==> src/rtl/hvq_pkg.sv <==
`timescale 1ns/1ps
package hvq_pkg;
    localparam int HV_DATA_W = 64;
    localparam int REG_IDX_W = 4;
    localparam int NUM_Q     = 4;
    localparam int NUM_IRQ_Q = 3;
    localparam int TBA_CLR_W = 15;
    localparam int HS_TLZ    = 0;
    localparam int HS_HPRIV  = 2;
    localparam int HS_ID     = 11;

    localparam logic [REG_IDX_W-1:0] IDX_TBA = REG_IDX_W'(2 * NUM_Q);
    localparam logic [REG_IDX_W-1:0] IDX_HST = REG_IDX_W'(2 * NUM_Q + 1);

    typedef logic [HV_DATA_W-1:0] word_t;

    localparam word_t TBA_MASK = ~((word_t'(1) << TBA_CLR_W) - word_t'(1));

    typedef enum logic [1:0] {
        Q_CPU_MONDO = 2'd0,
        Q_DEV_MONDO = 2'd1,
        Q_RES_ERR   = 2'd2,
        Q_NRES_ERR  = 2'd3
    } queue_e;

    typedef struct packed {
        logic                 en;
        logic [REG_IDX_W-1:0] idx;
        word_t                data;
    } wreq_t;

    function automatic logic [REG_IDX_W-1:0] ptr_idx(int q, bit tail);
        return REG_IDX_W'(2 * q + (tail ? 1 : 0));
    endfunction

    function automatic word_t hst_store(word_t v);
        return v | (word_t'(1) << HS_ID);
    endfunction
endpackage

==> src/rtl/hvq_ptr_bank.sv <==
`timescale 1ns/1ps
module hvq_ptr_bank
    import hvq_pkg::*;
#(
    parameter int NQ = NUM_Q
) (
    input  logic             clk,
    input  logic             rst,
    input  wreq_t            wreq,
    output word_t [NQ-1:0]   head,
    output word_t [NQ-1:0]   tail
);
    for (genvar g = 0; g < NQ; g++) begin : g_q
        always_ff @(posedge clk) begin
            if (rst) begin
                head[g] <= '0;
                tail[g] <= '0;
            end else if (wreq.en) begin
                if (wreq.idx == ptr_idx(g, 1'b0)) head[g] <= wreq.data;
                if (wreq.idx == ptr_idx(g, 1'b1)) tail[g] <= wreq.data;
            end
        end
    end
endmodule

==> src/rtl/hvq_irq_gen.sv <==
`timescale 1ns/1ps
module hvq_irq_gen
    import hvq_pkg::*;
#(
    parameter int NQ = NUM_IRQ_Q
) (
    input  logic           clk,
    input  logic           rst,
    input  wreq_t          wreq,
    input  word_t [NQ-1:0] head,
    input  word_t [NQ-1:0] tail,
    output logic  [NQ-1:0] irq
);
    for (genvar g = 0; g < NQ; g++) begin : g_irq
        logic hit_head, hit_tail;
        assign hit_head = wreq.en && (wreq.idx == ptr_idx(g, 1'b0));
        assign hit_tail = wreq.en && (wreq.idx == ptr_idx(g, 1'b1));

        // Compare against the value being written, not the stale pointer.
        always_ff @(posedge clk) begin
            if (rst)           irq[g] <= 1'b0;
            else if (hit_head) irq[g] <= (wreq.data != tail[g]);
            else if (hit_tail) irq[g] <= (head[g] != wreq.data);
        end
    end
endmodule

==> src/rtl/hvq_hyp_regs.sv <==
`timescale 1ns/1ps
module hvq_hyp_regs
    import hvq_pkg::*;
#(
    parameter int TL_W = 3
) (
    input  logic            clk,
    input  logic            rst,
    input  wreq_t           wreq,
    input  logic [TL_W-1:0] trap_level,
    output word_t           tba_q,
    output word_t           hst_q,
    output logic            irq_tlz
);
    logic hst_wr;
    assign hst_wr = wreq.en && (wreq.idx == IDX_HST);

    always_ff @(posedge clk) begin
        if (rst) begin
            tba_q   <= '0;
            hst_q   <= '0;
            irq_tlz <= 1'b0;
        end else begin
            if (wreq.en && (wreq.idx == IDX_TBA))
                tba_q <= wreq.data & TBA_MASK;
            if (hst_wr) begin
                hst_q   <= hst_store(wreq.data);
                irq_tlz <= wreq.data[HS_TLZ] && !wreq.data[HS_HPRIV]
                           && (trap_level == '0);
            end
        end
    end
endmodule

==> src/rtl/hvq_read_mux.sv <==
`timescale 1ns/1ps
module hvq_read_mux
    import hvq_pkg::*;
#(
    parameter int NQ = NUM_Q
) (
    input  logic [REG_IDX_W-1:0] rd_idx,
    input  word_t [NQ-1:0]       head,
    input  word_t [NQ-1:0]       tail,
    input  word_t                tba,
    input  word_t                hst,
    output word_t                rd_data
);
    always_comb begin
        rd_data = '0;
        for (int q = 0; q < NQ; q++) begin
            if (rd_idx == ptr_idx(q, 1'b0)) rd_data = head[q];
            if (rd_idx == ptr_idx(q, 1'b1)) rd_data = tail[q];
        end
        if (rd_idx == IDX_TBA) rd_data = tba & TBA_MASK;
        if (rd_idx == IDX_HST) rd_data = hst;
    end
endmodule

==> src/rtl/hvq_regfile.sv <==
`timescale 1ns/1ps
module hvq_regfile
    import hvq_pkg::*;
#(
    parameter int TL_W = 3
) (
    input  logic                 clk,
    input  logic                 rst,
    input  logic                 wr_en,
    input  logic [REG_IDX_W-1:0] wr_idx,
    input  logic [HV_DATA_W-1:0] wr_data,
    input  logic [REG_IDX_W-1:0] rd_idx,
    output logic [HV_DATA_W-1:0] rd_data,
    input  logic [TL_W-1:0]      trap_level,
    output logic                 irq_cpu_mondo,
    output logic                 irq_dev_mondo,
    output logic                 irq_res_err,
    output logic                 irq_tl_zero
);
    wreq_t                  wreq;
    word_t [NUM_Q-1:0]      q_head;
    word_t [NUM_Q-1:0]      q_tail;
    logic  [NUM_IRQ_Q-1:0]  q_irq;
    word_t                  tba_q;
    word_t                  hst_q;

    assign wreq = {wr_en, wr_idx, wr_data};

    hvq_ptr_bank #(.NQ(NUM_Q)) ptr_i (
        .clk(clk), .rst(rst), .wreq(wreq), .head(q_head), .tail(q_tail)
    );

    hvq_irq_gen #(.NQ(NUM_IRQ_Q)) irq_i (
        .clk(clk), .rst(rst), .wreq(wreq),
        .head(q_head[NUM_IRQ_Q-1:0]), .tail(q_tail[NUM_IRQ_Q-1:0]),
        .irq(q_irq)
    );

    hvq_hyp_regs #(.TL_W(TL_W)) hyp_i (
        .clk(clk), .rst(rst), .wreq(wreq), .trap_level(trap_level),
        .tba_q(tba_q), .hst_q(hst_q), .irq_tlz(irq_tl_zero)
    );

    hvq_read_mux #(.NQ(NUM_Q)) rdm_i (
        .rd_idx(rd_idx), .head(q_head), .tail(q_tail),
        .tba(tba_q), .hst(hst_q), .rd_data(rd_data)
    );

    assign irq_cpu_mondo = q_irq[Q_CPU_MONDO];
    assign irq_dev_mondo = q_irq[Q_DEV_MONDO];
    assign irq_res_err   = q_irq[Q_RES_ERR];
endmodule

==> config.mk <==
export PLATFORM = sky130hd
export DESIGN_NAME = hvq_regfile
export DESIGN_NICKNAME = d
export VERILOG_FILES = /design/src/rtl/hvq_pkg.sv /design/src/rtl/hvq_ptr_bank.sv /design/src/rtl/hvq_irq_gen.sv /design/src/rtl/hvq_hyp_regs.sv /design/src/rtl/hvq_read_mux.sv /design/src/rtl/hvq_regfile.sv
export SDC_FILE = /design/constraint.sdc
export NUM_CORES = 2
export LEC_CHECK = 0
export BUFFER_PORTS_ARGS = -buffer_cell sky130_fd_sc_hd__buf_2
export CAP_MARGIN = 10
export CORE_ASPECT_RATIO = 0.75
export CORE_UTILIZATION = 60
export DETAILED_ROUTE_END_ITERATION = 16
export MAX_ROUTING_LAYER = met4
export PLACE_DENSITY_LB_ADDON = 0.12
export SYNTH_ARGS = -nofsm -noshare
export SYNTH_HDL_FRONTEND = slang
export SYNTH_SLANG_ARGS = --single-unit
==> constraint.sdc <==
create_clock -name clk -period 2.89 [get_ports clk]
set_clock_uncertainty 0.1 [all_clocks]
set_input_delay 0.289 -clock clk [delete_from_list [all_inputs] [get_ports clk]]
set_output_delay 0.289 -clock clk [all_outputs]
set_load 0.02 [all_outputs]
==> parameters.txt <==
Parameter                              Value

GRT
  Total grt overflow    0
  Maximum number of pins on one net before global-route repair    117
  Vias in the first global route    29.8k
  Wire length of the first global-routing pass    199000 um
  All-Layer GR Usage    54.9%
  Antenna violations before repair    4

Logic synthesis
  Post-Synthesis Net Count    4097
  Dominant cells by area after synthesis    sky130_fd_sc_hd__dfxtp_1 (42%), sky130_fd_sc_hd__nand2_1 (17%), sky130_fd_sc_hd__a21oi_1 (13%), sky130_fd_sc_hd__clkbuf_1 (3.8%), sky130_fd_sc_hd__mux2i_1 (3.3%)
  Number of warnings reported in the yosys synthesis log    0
  Per-instance average area after synthesis    7.40 sq um
  Dominant combinational cell family by area after synthesis    compound AO/OA/AOI/OAI gates
  Synth Area in Simple Gates    21.0%
  Area share of the largest cell type after synthesis    42.4%
  Fraction of the mapped netlist area in adder cells    0%
  Flops & latches, synth    629
  Most common cell in the netlist    sky130_fd_sc_hd__nand2_1
  Post-synthesis sequential area ratio    42.4%
  Cell type with the highest aggregate area in the netlist    sky130_fd_sc_hd__dfxtp_1
  Mapped Cells    4019
  Synth cell types    62
  Post-Synth XOR/XNOR Area    4.60%
  Count of flip-flops with a built-in enable after synthesis    0
  Share of the synthesized area in compound gates (AO/OA/AOI/OAI)    23.2%
  Mux share of post-synthesis cell area    3.34%
  Post-synthesis instance area    29700 sq um
  Synth async-reset ratio    0%
  Commonest cells post-synth    sky130_fd_sc_hd__nand2_1 (1353), sky130_fd_sc_hd__a21oi_1 (748), sky130_fd_sc_hd__dfxtp_1 (629), sky130_fd_sc_hd__clkbuf_1 (303), sky130_fd_sc_hd__mux2i_1 (98)
  Commonest register cell after synthesis    sky130_fd_sc_hd__dfxtp_1

Clock network
  Sinks on the clock net    629
  Number of H-tree branching levels    2
  CTS clk-pin slew, worst paths    0.07 ns
  Post-CTS setup buffer count    0
  TritonCTS buffer count    59
  Clk root buf    sky130_fd_sc_hd__clkbuf_16
  Clock tree from TritonCTS    built
  Clock latency on the worst-skew pair    0.65 ns
  Maximum number of buffers from clock root to sink    3

Layout
  Post-layout net count    4244
  Final cell count without fillers    4864
  Share of final-layout standard cells stronger than drive strength 1    13.4%
  Area added between synthesis and finish    18.1%

Critical path
  Required time at the endpoint of the critical path    2.50 ns
  Category of the worst setup path launch point    primary input
  Crit. End Element    output pin
  Cells along the critical path    buf_2, nand2b_1, nor3_2, buf_12, buf_4, a222oi_1, a21oi_1, a21oi_1, a31oi_1, buf_2
  Library cell contributing the largest single delay on the critical path    sky130_fd_sc_hd__a31oi_1
  Crit Path Class    primary input to output pin
  Crit path buf inv count    4
  Cell family with the largest share of critical-path delay    buffers and inverters
  Arrival @ worst endpoint    2.53 ns
  CP max FO    12
  Maximum single-stage delay on the critical path    0.32 ns

STA
  Achievable clock frequency    0.343 GHz
  Share of the clock period used by the worst path after layout    101%
  Transition at the pin with the smallest max-transition slack    0.839 ns
  Unrepaired setup endpoints after global routing    false
  Tightest slew margin relative to the limit    44.1%
  Clock period minus final worst setup slack    2.92 ns
  Number of failing setup endpoints in the final timing report    1
  Pins over their slew limit    0
  Final-report hold violation count    0
  Worst path setup slack after routing    -0.0260 ns

Pwr
  Internal power    14.2 mW
  Fraction of power consumed by sequential logic    46.1%
  Gate power share    10.1%
  Max rail drop VDD    0.000505 V
  Switching pwr    5.08 mW
  Static Leakage    12.2 nW
  Total power after layout    19.3 mW
  Fraction of power spent switching nets    26.3%
  Clk pwr share    43.8%
  Total power density per cell area    549 nW/um^2

Die
  Die W    259 um
  Die Ht    195 um
  Number of ports placed on the die boundary    146
  DIE AREA    50400 sq um
  Total number of placement rows    70
  Core Region    48800 sq um
  Initial core utilization    60.9%

Place
  Global placement routability congestion    1.14
  Setup slack at placement    -0.802 ns
  Cell Count Post-Placement    4714
  Total half-perimeter wirelength after legalization and detailed placement    95800 um
  Count of input and output buffers    145

Detailed routing
  Number of DRC violations after detailed-routing iteration 0    6935
  Pre-Repair DR Iteration Count    11
  Via Count    33.1k
  Total routed wirelength    138000 um
  WL/cell    28.4 um
  Number of antenna-violating nets in the routed design    0
  Drt drc    0
  Vias per cell    6.80

Job
  Max-Cap Viols    0

Worst hold path
  Worst hold-check path type    primary input to register

Run status
  Result of the run    finished with violations
  Violated checks    setup timing
-- power groups by stage --
stage          Sequential (mW)  Clock [mW]  Combinational [mW]
5_1_grt                   8.89        8.75                1.96
2_1_floorplan             9.03           0               0.908
3_3_place_gp              9.07           0                1.76
4_1_cts                   8.88        8.37                1.82
3_5_place_dp              9.07           0                1.77
6_report                  8.89        8.45                1.94
-- per-stage QoR --
stage | utilization (%) | setup TNS, ns | hold WS (ns) | instance area (sq um)
2_1_floorplan | - | 0 | 0.333 | 29700
3_5_place_dp | 66.8 | -1.55 | 0.343 | 32600
5_1_grt | 72.0 | 0 | 0.0411 | 35100
6_report | 72.0 | -0.0260 | 0.0193 | 35100
3_3_place_gp | 66.8 | -1.44 | 0.338 | 32600
4_1_cts | 71.9 | 0 | 0.00640 | 35100
-- sequential cells by signal, summed over array words and instances, names as in the netlist --
name	count
hyp_i.irq_tlz	1
ptr_i.tail	256
hyp_i.tba_q	49
irq_i.irq	3
ptr_i.head	256
hyp_i.hst_q	64
-- kinds of logic (layout without fill, tap and decap cells) --
family                    count (synthesis)  in the layout
and+or+nand+nor                        1560           1560
muxes                                    99             99
xor gates and xnor gates                156            156
other                                     0              4
buffers and inverters                   414            607
AOI/OAI and AO/OA                      1161           1161
DFF                                     629            629
-- worst paths after layout --
| path | startpoint | to | cells past startpoint | slack [ns] |
|---|---|---|---|---|
| max | rd_idx[0] | rd_data[21] | 10 | -0.03 |
| min | wr_data[38] | ptr_i.tail[38] | 3 | 0.02 |
| max reg2reg | ptr_i.head[151] | irq_i.irq[2] | 9 | 0.17 |
| min reg2reg | ptr_i.tail[205] | ptr_i.tail[205] | 2 | 0.35 |
-- timing repair --
item / 4_1_cts / 5_1_grt
hold endpoints to repair: 264 / 0
endpoints found under the setup margin: 1 / 6
hold buffers: 39 / 0
pin swaps: 0 / 1
resized for setup: 1 / 8
-- cells in the final DEF (no fill, tap or decap), types with 26 or more instances in the layout --
cell and n:
sky130_fd_sc_hd__a21boi_0 61, sky130_fd_sc_hd__a21oi_1 748, sky130_fd_sc_hd__a221oi_1 26, sky130_fd_sc_hd__a222oi_1 95, sky130_fd_sc_hd__a22oi_1 36, sky130_fd_sc_hd__a31oi_1 34
sky130_fd_sc_hd__buf_12 48, sky130_fd_sc_hd__buf_2 144, sky130_fd_sc_hd__buf_4 236, sky130_fd_sc_hd__clkbuf_16 60, sky130_fd_sc_hd__dfxtp_1 629, sky130_fd_sc_hd__dlygate4sd3_1 39
sky130_fd_sc_hd__inv_1 32, sky130_fd_sc_hd__mux2i_1 98, sky130_fd_sc_hd__nand2_1 1348, sky130_fd_sc_hd__nand3_1 28, sky130_fd_sc_hd__nand4_1 35, sky130_fd_sc_hd__nor2_1 52
sky130_fd_sc_hd__o21ai_0 85, sky130_fd_sc_hd__xnor2_1 84, sky130_fd_sc_hd__xor2_1 72
-- routing by layer --
layer  routed length [um]  vias to the layer above  GRT usage [%]
met4                 8690                        0           27.1
met1                51700                    15400           73.7
li1                     -                    14100              -
met5                    0                        -              -
met2                53500                     3050           72.2
met3                24400                      542           18.9
-- area by class of cell --
cell class	count	area, sq um
clock inverter	26	389
tap	648	811
clock buffer	81	1670
multi-input combinational	2976	15700
antenna	4	10.0
fill	3779	13700
sequential	629	12600
timing repair buffer	468	3860
inverter	32	120
-- worst reg2reg max path: stages, from the launching register on --
cell and delay [ns]:
sky130_fd_sc_hd__dfxtp_1 0.33, sky130_fd_sc_hd__xnor2_1 0.34, sky130_fd_sc_hd__o21ai_0 0.16, sky130_fd_sc_hd__o31ai_1 0.24
sky130_fd_sc_hd__o221ai_1 0.20, sky130_fd_sc_hd__nor4_2 0.48, sky130_fd_sc_hd__buf_4 0.19, sky130_fd_sc_hd__nand4_1 0.09
sky130_fd_sc_hd__nor4_1 0.36, sky130_fd_sc_hd__a211oi_1 0.12
Note: power is estimated with default switching activity, not from simulation.
